===== src/rtl/tuner_pkg.sv =====
package tuner_pkg;

    typedef struct packed {
        logic [2:0] cap;
        logic [1:0] way;
        logic [1:0] line;
    } cfg_t;

    localparam logic [2:0] CAP_TOP  = 3'd4;
    localparam logic [1:0] WAY_TOP  = 2'd2;
    localparam logic [1:0] LINE_TOP = 2'd2;

    typedef enum logic [1:0] {
        MET_EDP    = 2'd0,
        MET_ENERGY = 2'd1,
        MET_TIME   = 2'd2
    } metric_e;

    typedef enum logic [2:0] {
        ST_IDLE,
        ST_SETUP,
        ST_RUN,
        ST_STALL,
        ST_NEXT
    } state_e;

    function automatic metric_e metric_of(input logic [1:0] dev);
        case (dev)
            2'd1:    return MET_ENERGY;
            2'd2:    return MET_TIME;
            default: return MET_EDP;
        endcase
    endfunction

    function automatic cfg_t legalize(input cfg_t c);
        cfg_t r;
        r.cap  = (c.cap  > CAP_TOP)  ? CAP_TOP  : c.cap;
        r.line = (c.line > LINE_TOP) ? LINE_TOP : c.line;
        r.way  = (c.way  > WAY_TOP)  ? WAY_TOP  : c.way;
        if ({1'b0, r.way} > r.cap) r.way = r.cap[1:0];
        return r;
    endfunction

endpackage


===== src/rtl/tuner_step.sv =====
module tuner_step
    import tuner_pkg::*;
(
    input  cfg_t cur,
    output cfg_t nxt,
    output logic at_top
);
    always_comb begin
        nxt    = cur;
        at_top = 1'b0;
        if (cur.cap < CAP_TOP) begin
            nxt.cap = cur.cap + 3'd1;
        end else if (cur.way < WAY_TOP) begin
            nxt.way = cur.way + 2'd1;
        end else if (cur.line < LINE_TOP) begin
            nxt.line = cur.line + 2'd1;
        end else begin
            at_top = 1'b1;
        end
        nxt = legalize(nxt);
    end
endmodule


===== src/rtl/tuner_score.sv =====
module tuner_score
    import tuner_pkg::*;
#(
    parameter int unsigned EW = 16,
    parameter int unsigned CW = 16,
    localparam int unsigned SW = EW + CW
) (
    input  metric_e         metric,
    input  logic [EW-1:0]   energy,
    input  logic [CW-1:0]   cycles,
    output logic [SW-1:0]   score
);
    always_comb begin
        case (metric)
            MET_ENERGY: score = SW'(energy);
            MET_TIME:   score = SW'(cycles);
            default:    score = SW'(energy) * SW'(cycles);
        endcase
    end
endmodule


===== src/rtl/tuner_stall.sv =====
module tuner_stall #(
    parameter int unsigned CYC = 258,
    localparam int unsigned W = $clog2(CYC + 1)
) (
    input  logic clk,
    input  logic rst,
    input  logic load,
    output logic busy,
    output logic last
);
    logic [W-1:0] cnt_q;

    always_ff @(posedge clk) begin
        if (rst)               cnt_q <= '0;
        else if (load)         cnt_q <= W'(CYC);
        else if (cnt_q != '0)  cnt_q <= cnt_q - W'(1);
    end

    assign busy = (cnt_q != '0);
    assign last = (cnt_q == W'(1));
endmodule


===== src/rtl/cache_tuner.sv =====
module cache_tuner
    import tuner_pkg::*;
#(
    parameter int unsigned EW        = 16,
    parameter int unsigned CW        = 16,
    parameter int unsigned N_EXEC    = 3,
    parameter int unsigned STALL_CYC = 258,
    parameter int unsigned BASE_CAP  = 4,
    parameter int unsigned BASE_WAY  = 2,
    parameter int unsigned BASE_LINE = 2
) (
    input  logic          clk,
    input  logic          rst,
    input  logic [1:0]    dev_state,
    input  logic          tune_start,
    input  logic          phase_done,
    input  logic [EW-1:0] energy_i,
    input  logic [CW-1:0] cycles_i,
    output logic [6:0]    i_cfg,
    output logic [6:0]    d_cfg,
    output logic          stall_req,
    output logic          wr_valid,
    output logic          wr_sel,
    output logic [1:0]    wr_prio,
    output logic [6:0]    wr_cfg,
    output logic          tune_done
);
    localparam int unsigned SW  = EW + CW;
    localparam int unsigned EXW = $clog2(N_EXEC + 1);
    localparam cfg_t BASE_CFG = legalize(cfg_t'({3'(BASE_CAP), 2'(BASE_WAY), 2'(BASE_LINE)}));

    state_e          st_q;
    metric_e         metric_q;
    logic            sel_q, have_q, final_q;
    logic [EXW-1:0]  exec_q;
    logic [SW-1:0]   best_q;
    cfg_t            best_cfg_q, trial_q;
    cfg_t            mru_q [2];
    cfg_t            app_q [2];

    cfg_t            step_cfg, win_cfg;
    logic            at_top, better, improved, stop, accept;
    logic            stall_load, stall_last;
    logic [SW-1:0]   score;
    logic [EXW-1:0]  exec_nx;

    tuner_step u_step (.cur(trial_q), .nxt(step_cfg), .at_top(at_top));

    tuner_score #(.EW(EW), .CW(CW)) u_score (
        .metric(metric_q), .energy(energy_i), .cycles(cycles_i), .score(score)
    );

    tuner_stall #(.CYC(STALL_CYC)) u_stall (
        .clk(clk), .rst(rst), .load(stall_load), .busy(stall_req), .last(stall_last)
    );

    always_comb begin
        accept     = (st_q == ST_RUN) && phase_done;
        improved   = have_q && (score < best_q);
        better     = !have_q || (score < best_q);
        exec_nx    = exec_q + EXW'(1);
        stop       = improved || at_top || (exec_nx == EXW'(N_EXEC));
        win_cfg    = better ? trial_q : best_cfg_q;
        stall_load = accept && (!stop || (win_cfg != trial_q));
    end

    always_ff @(posedge clk) begin
        wr_valid  <= 1'b0;
        tune_done <= 1'b0;
        if (rst) begin
            st_q       <= ST_IDLE;
            metric_q   <= MET_EDP;
            sel_q      <= 1'b0;
            have_q     <= 1'b0;
            final_q    <= 1'b0;
            exec_q     <= '0;
            best_q     <= '0;
            best_cfg_q <= BASE_CFG;
            trial_q    <= BASE_CFG;
            mru_q[0]   <= BASE_CFG;
            mru_q[1]   <= BASE_CFG;
            app_q[0]   <= BASE_CFG;
            app_q[1]   <= BASE_CFG;
            wr_sel     <= 1'b0;
            wr_prio    <= 2'd0;
            wr_cfg     <= '0;
        end else begin
            case (st_q)
                ST_IDLE: if (tune_start) begin
                    metric_q <= metric_of(dev_state);
                    sel_q    <= 1'b0;
                    st_q     <= ST_SETUP;
                end
                ST_SETUP: begin
                    trial_q <= mru_q[sel_q];
                    have_q  <= 1'b0;
                    exec_q  <= '0;
                    st_q    <= ST_RUN;
                end
                ST_RUN: if (accept) begin
                    exec_q <= exec_nx;
                    if (better) begin
                        best_q     <= score;
                        best_cfg_q <= trial_q;
                        have_q     <= 1'b1;
                    end
                    if (stop) begin
                        wr_valid      <= 1'b1;
                        wr_sel        <= sel_q;
                        wr_prio       <= metric_q;
                        wr_cfg        <= win_cfg;
                        mru_q[sel_q]  <= win_cfg;
                        app_q[sel_q]  <= win_cfg;
                        final_q       <= 1'b1;
                        st_q          <= (win_cfg != trial_q) ? ST_STALL : ST_NEXT;
                    end else begin
                        trial_q       <= step_cfg;
                        app_q[sel_q]  <= step_cfg;
                        final_q       <= 1'b0;
                        st_q          <= ST_STALL;
                    end
                end
                ST_STALL: if (stall_last) st_q <= final_q ? ST_NEXT : ST_RUN;
                ST_NEXT: begin
                    if (!sel_q) begin
                        sel_q <= 1'b1;
                        st_q  <= ST_SETUP;
                    end else begin
                        tune_done <= 1'b1;
                        st_q      <= ST_IDLE;
                    end
                end
                default: st_q <= ST_IDLE;
            endcase
        end
    end

    assign i_cfg = app_q[0];
    assign d_cfg = app_q[1];
endmodule


===== config.mk =====
export PLATFORM = sky130hd
export DESIGN_NAME = cache_tuner
export DESIGN_NICKNAME = d
export VERILOG_FILES = /design/src/rtl/tuner_pkg.sv /design/src/rtl/tuner_step.sv /design/src/rtl/tuner_score.sv /design/src/rtl/tuner_stall.sv /design/src/rtl/cache_tuner.sv
export SDC_FILE = /design/constraint.sdc
export NUM_CORES = 1
export LEC_CHECK = 0
export ABC_AREA = 1
export CAP_MARGIN = 20
export CORE_MARGIN = 3
export CORE_UTILIZATION = 26
export DETAILED_ROUTE_END_ITERATION = 8
export GPL_TIMING_DRIVEN = 0
export RECOVER_POWER = 25
export SLEW_MARGIN = 30
export SYNTH_ARGS = -nofsm -noshare
export SYNTH_HDL_FRONTEND = slang
export SYNTH_SLANG_ARGS = --single-unit

===== constraint.sdc =====
create_clock -name clk -period 13.6 [get_ports clk]
set_clock_uncertainty 0.15 [all_clocks]
set_input_delay 3.4 -clock clk [delete_from_list [all_inputs] [get_ports clk]]
set_output_delay 3.4 -clock clk [all_outputs]
set_load 0.02 [all_outputs]

==> results.yml <==
global_route:
  overflow: 0
  grt_pass1_wl_um: 64500
  grt_max_degree: 21
  track_usage: 0.137
  antenna_found_initial: 0
  grt_pass1_vias: 12200
synth:
  syn_avg_cell_area_um2: 7.58
  synth_flop_cell: "dfxtp_1"
  ys_warn_count: 0
  syn-cell-area_um2: 14500
  synth_top_cell_by_area: "fa_1"
  syn_inst: 1919
  async_flop_share: 0
  synth_area_leaders: "fa_1 (27%), ha_1 (13%), inv_1 (12%), dfxtp_1 (11%), nand2_1 (10%)"
  synth_seq_area_share: 0.165
  synth_top_cell_area_share: 0.267
  synth-edff-count: 28
  synthesis.nets: 2298
  synth.distinct_cells: 48
  synth_seq_cells: 106
clocking:
  path_clk_slew_ns: 0.08
  h-tree-depth: 3
  cts_sinks: 106
  hold_buffers: 0
  clk_path_buf_depth: 2
  worstSkewPairLatency_ns: 0.36
  clk_root_buffer_cell: "clkbuf_16"
  post_cts_buffers: 0
  cts_tree: "built"
  numCtsBuffers: 9
  cts_resized: 0
sta:
  period_needed_ns: 12.36
  finalMaxSlewViolations: 0
  finalSetupTns_ns: 0
  hold_viol_final: 0
  timing.fmax_mhz: 80.9
  rsz0062_at_grt: "no"
  setup_viol: 0
  post-route-period-util: 0.909
  worst_pin_slew_ns: 0.904
  slew_headroom: 0.398
finish:
  syn_to_final_growth_pct: 10.8
  mostFrequentLayoutCells: "inv_1 (485), nand2_1 (396), fa_1 (194)"
  antenna_cells: 0
  fillers: 6001
  drive_above_1_share: 0.0341
  regArea_um2: 2400
  nNetsFinal: 2340
  multi_input_area_um2: 9840
  layout_commonest_cell: "inv_1"
critical_path:
  end_kind: "register"
  reg2reg_to: "mru_q[0][6]$_SDFFCE_PN1P_"
  r2r_setup_slack_ns: 9.12
  slowest_stage: "clkbuf_1"
  worstSetupPathType: "primary input to register"
  start_kind: "primary input"
  reg2reg_depth: 23
  cp.arrival_ns: 12.25
  cp_max_fo: 10
  crit_required_ns: 13.49
  worstReg2RegStart: "metric_q[0]$_SDFFE_PP0P_"
  cp_common_cell: "fa_1"
  cp_slowest_stage_delay_ns: 0.63
min_path:
  whs_path_depth: 2
  min_to: "best_q[22]$_SDFFE_PP0P_"
  hold_start: "best_q[22]$_SDFFE_PP0P_"
  min_path_type: "register to register"
floorplanning:
  chipHeight_um: 243
  dieArea_um2: 58800
  initial_utilization: 0.263
  die_w_um: 243
  ioPinCount: 65
  rows: 86
  coreArea_um2: 55200
routing:
  num_vias: 12000
  antenna_left: 0
  drt-initial-drc-count: 731
  via_per_inst: 4.41
  drcViolationCount: 0
  wirelength_um: 39400
  firstDrtPassIters: 5
  wl_per_cell_um: 14.5
placement:
  gp_congestion: 0.890
  portBuffers: 31
  hpwlAfterDp_um: 31900
run:
  max_cap_violations: 0
outcome:
  status: "finished, final reports clean"
## cells by family (layout without fill, tap and decap cells)
family | after synthesis | in the layout | synth area share
AO/OA/AOI/OAI | 282 | 282 | 0.111
XOR/XNOR | 17 | 17 | 0.0102
adder cells (fa/ha/maj) | 341 | 341 | 0.393
buffers and inverters | 597 | 644 | 0.158
flip-flops | 106 | 106 | 0.165
multiplexers | 1 | 1 | 0.000688
AND/OR/NAND/NOR | 575 | 575 | 0.162
## synthesized netlist by cell type, types with 2 or more instances
cell type	n
a211oi_1	16
a21o_1	2
a21oi_1	122
a21oi_2	5
a221o_1	8
a22oi_1	7
a31oi_1	5
buf_1	2
buf_2	5
buf_4	2
buf_6	5
clkbuf_1	82
dfxtp_1	78
edfxtp_1	28
fa_1	194
ha_1	147
inv_1	484
inv_2	16
nand2_1	396
nand2_2	7
nand2_4	2
nand3_1	22
nand4_1	17
nor2_1	99
nor2_2	5
nor2_4	2
nor3_1	16
o211ai_1	8
o21a_1	8
o21ai_0	34
o21ai_1	56
o21bai_1	4
o31ai_1	4
or2_1	2
xnor2_1	11
xor2_1	6
## critical path, delay by kind of cell
kind / cells / cell delay (ns)
adder cells (fa/ha/maj): 8 / 3.91
buffers and inverters: 11 / 2.00
AND/OR/NAND/NOR: 14 / 1.68
AO/OA/AOI/OAI: 5 / 1.05
XOR/XNOR: 1 / 0.16
## area by class of cell
type / instances / share of cell area
clock buffers: 9 / 0.0140
plain buffers: 96 / 0.0256
multi-input cells: 1216 / 0.611
clock inverters: 7 / 0.00590
flip-flops and latches: 106 / 0.149
inverters: 501 / 0.117
well taps: 748 / 0.0581
repair buffers: 31 / 0.0193
## through the flow
stage          area [um^2]  hold WS, ns  std cells   util  worst slack [ns]
4_1_cts              16100        0.316       2714  0.292              1.24
3_5_place_dp         15800        0.305       2698  0.286             0.870
6_report             16100        0.310       2714  0.292              1.24
5_1_grt              16100        0.337       2714  0.292             0.620
2_1_floorplan        14500        0.286       1919      -              2.66
3_3_place_gp         15800        0.299       2698  0.286             0.879
## layer usage
| layer | part of all wire | routed length, um | global-route usage | vias to the layer above |
|---|---|---|---|---|
| met3 | 0.047 | 1840 | 0.0179 | 68 |
| met5 | 0 | 0 | 0 | - |
| met2 | 0.48 | 18700 | 0.234 | 268 |
| met4 | 0.028 | 1110 | 0.0421 | 0 |
| li1 | - | - | - | 5890 |
| met1 | 0.45 | 17700 | 0.180 | 5753 |
## worst max path at each step
stage | start | endpoint | slack [ns] | cells after the start
after floorplan | cycles_i[12] | mru_q[0][0]$_SDFFCE_PN0P_ | 2.66 | 37
after global placement | energy_i[7] | mru_q[0][0]$_SDFFCE_PN0P_ | 0.88 | 37
after detailed placement | energy_i[7] | mru_q[0][0]$_SDFFCE_PN0P_ | 0.87 | 37
after CTS | energy_i[7] | mru_q[0][6]$_SDFFCE_PN1P_ | 1.24 | 37
after global routing | energy_i[5] | mru_q[0][6]$_SDFFCE_PN1P_ | 0.62 | 39
final | energy_i[6] | mru_q[0][6]$_SDFFCE_PN1P_ | 1.24 | 39
## state kept, by name, summed over array words and instances (netlist names), 3 cells and up, named ones only
| register | flops |
|---|---|
| best_cfg_q | 7 |
| trial_q | 7 |
| st_q | 3 |
| app_q | 14 |
| wr_cfg | 7 |
| best_q | 32 |
| u_stall.cnt_q | 9 |
| mru_q | 14 |
Power is left out: the tool's default activity adds up to more than one toggle a clock period on the data nets, which glitch-free logic cannot reach.
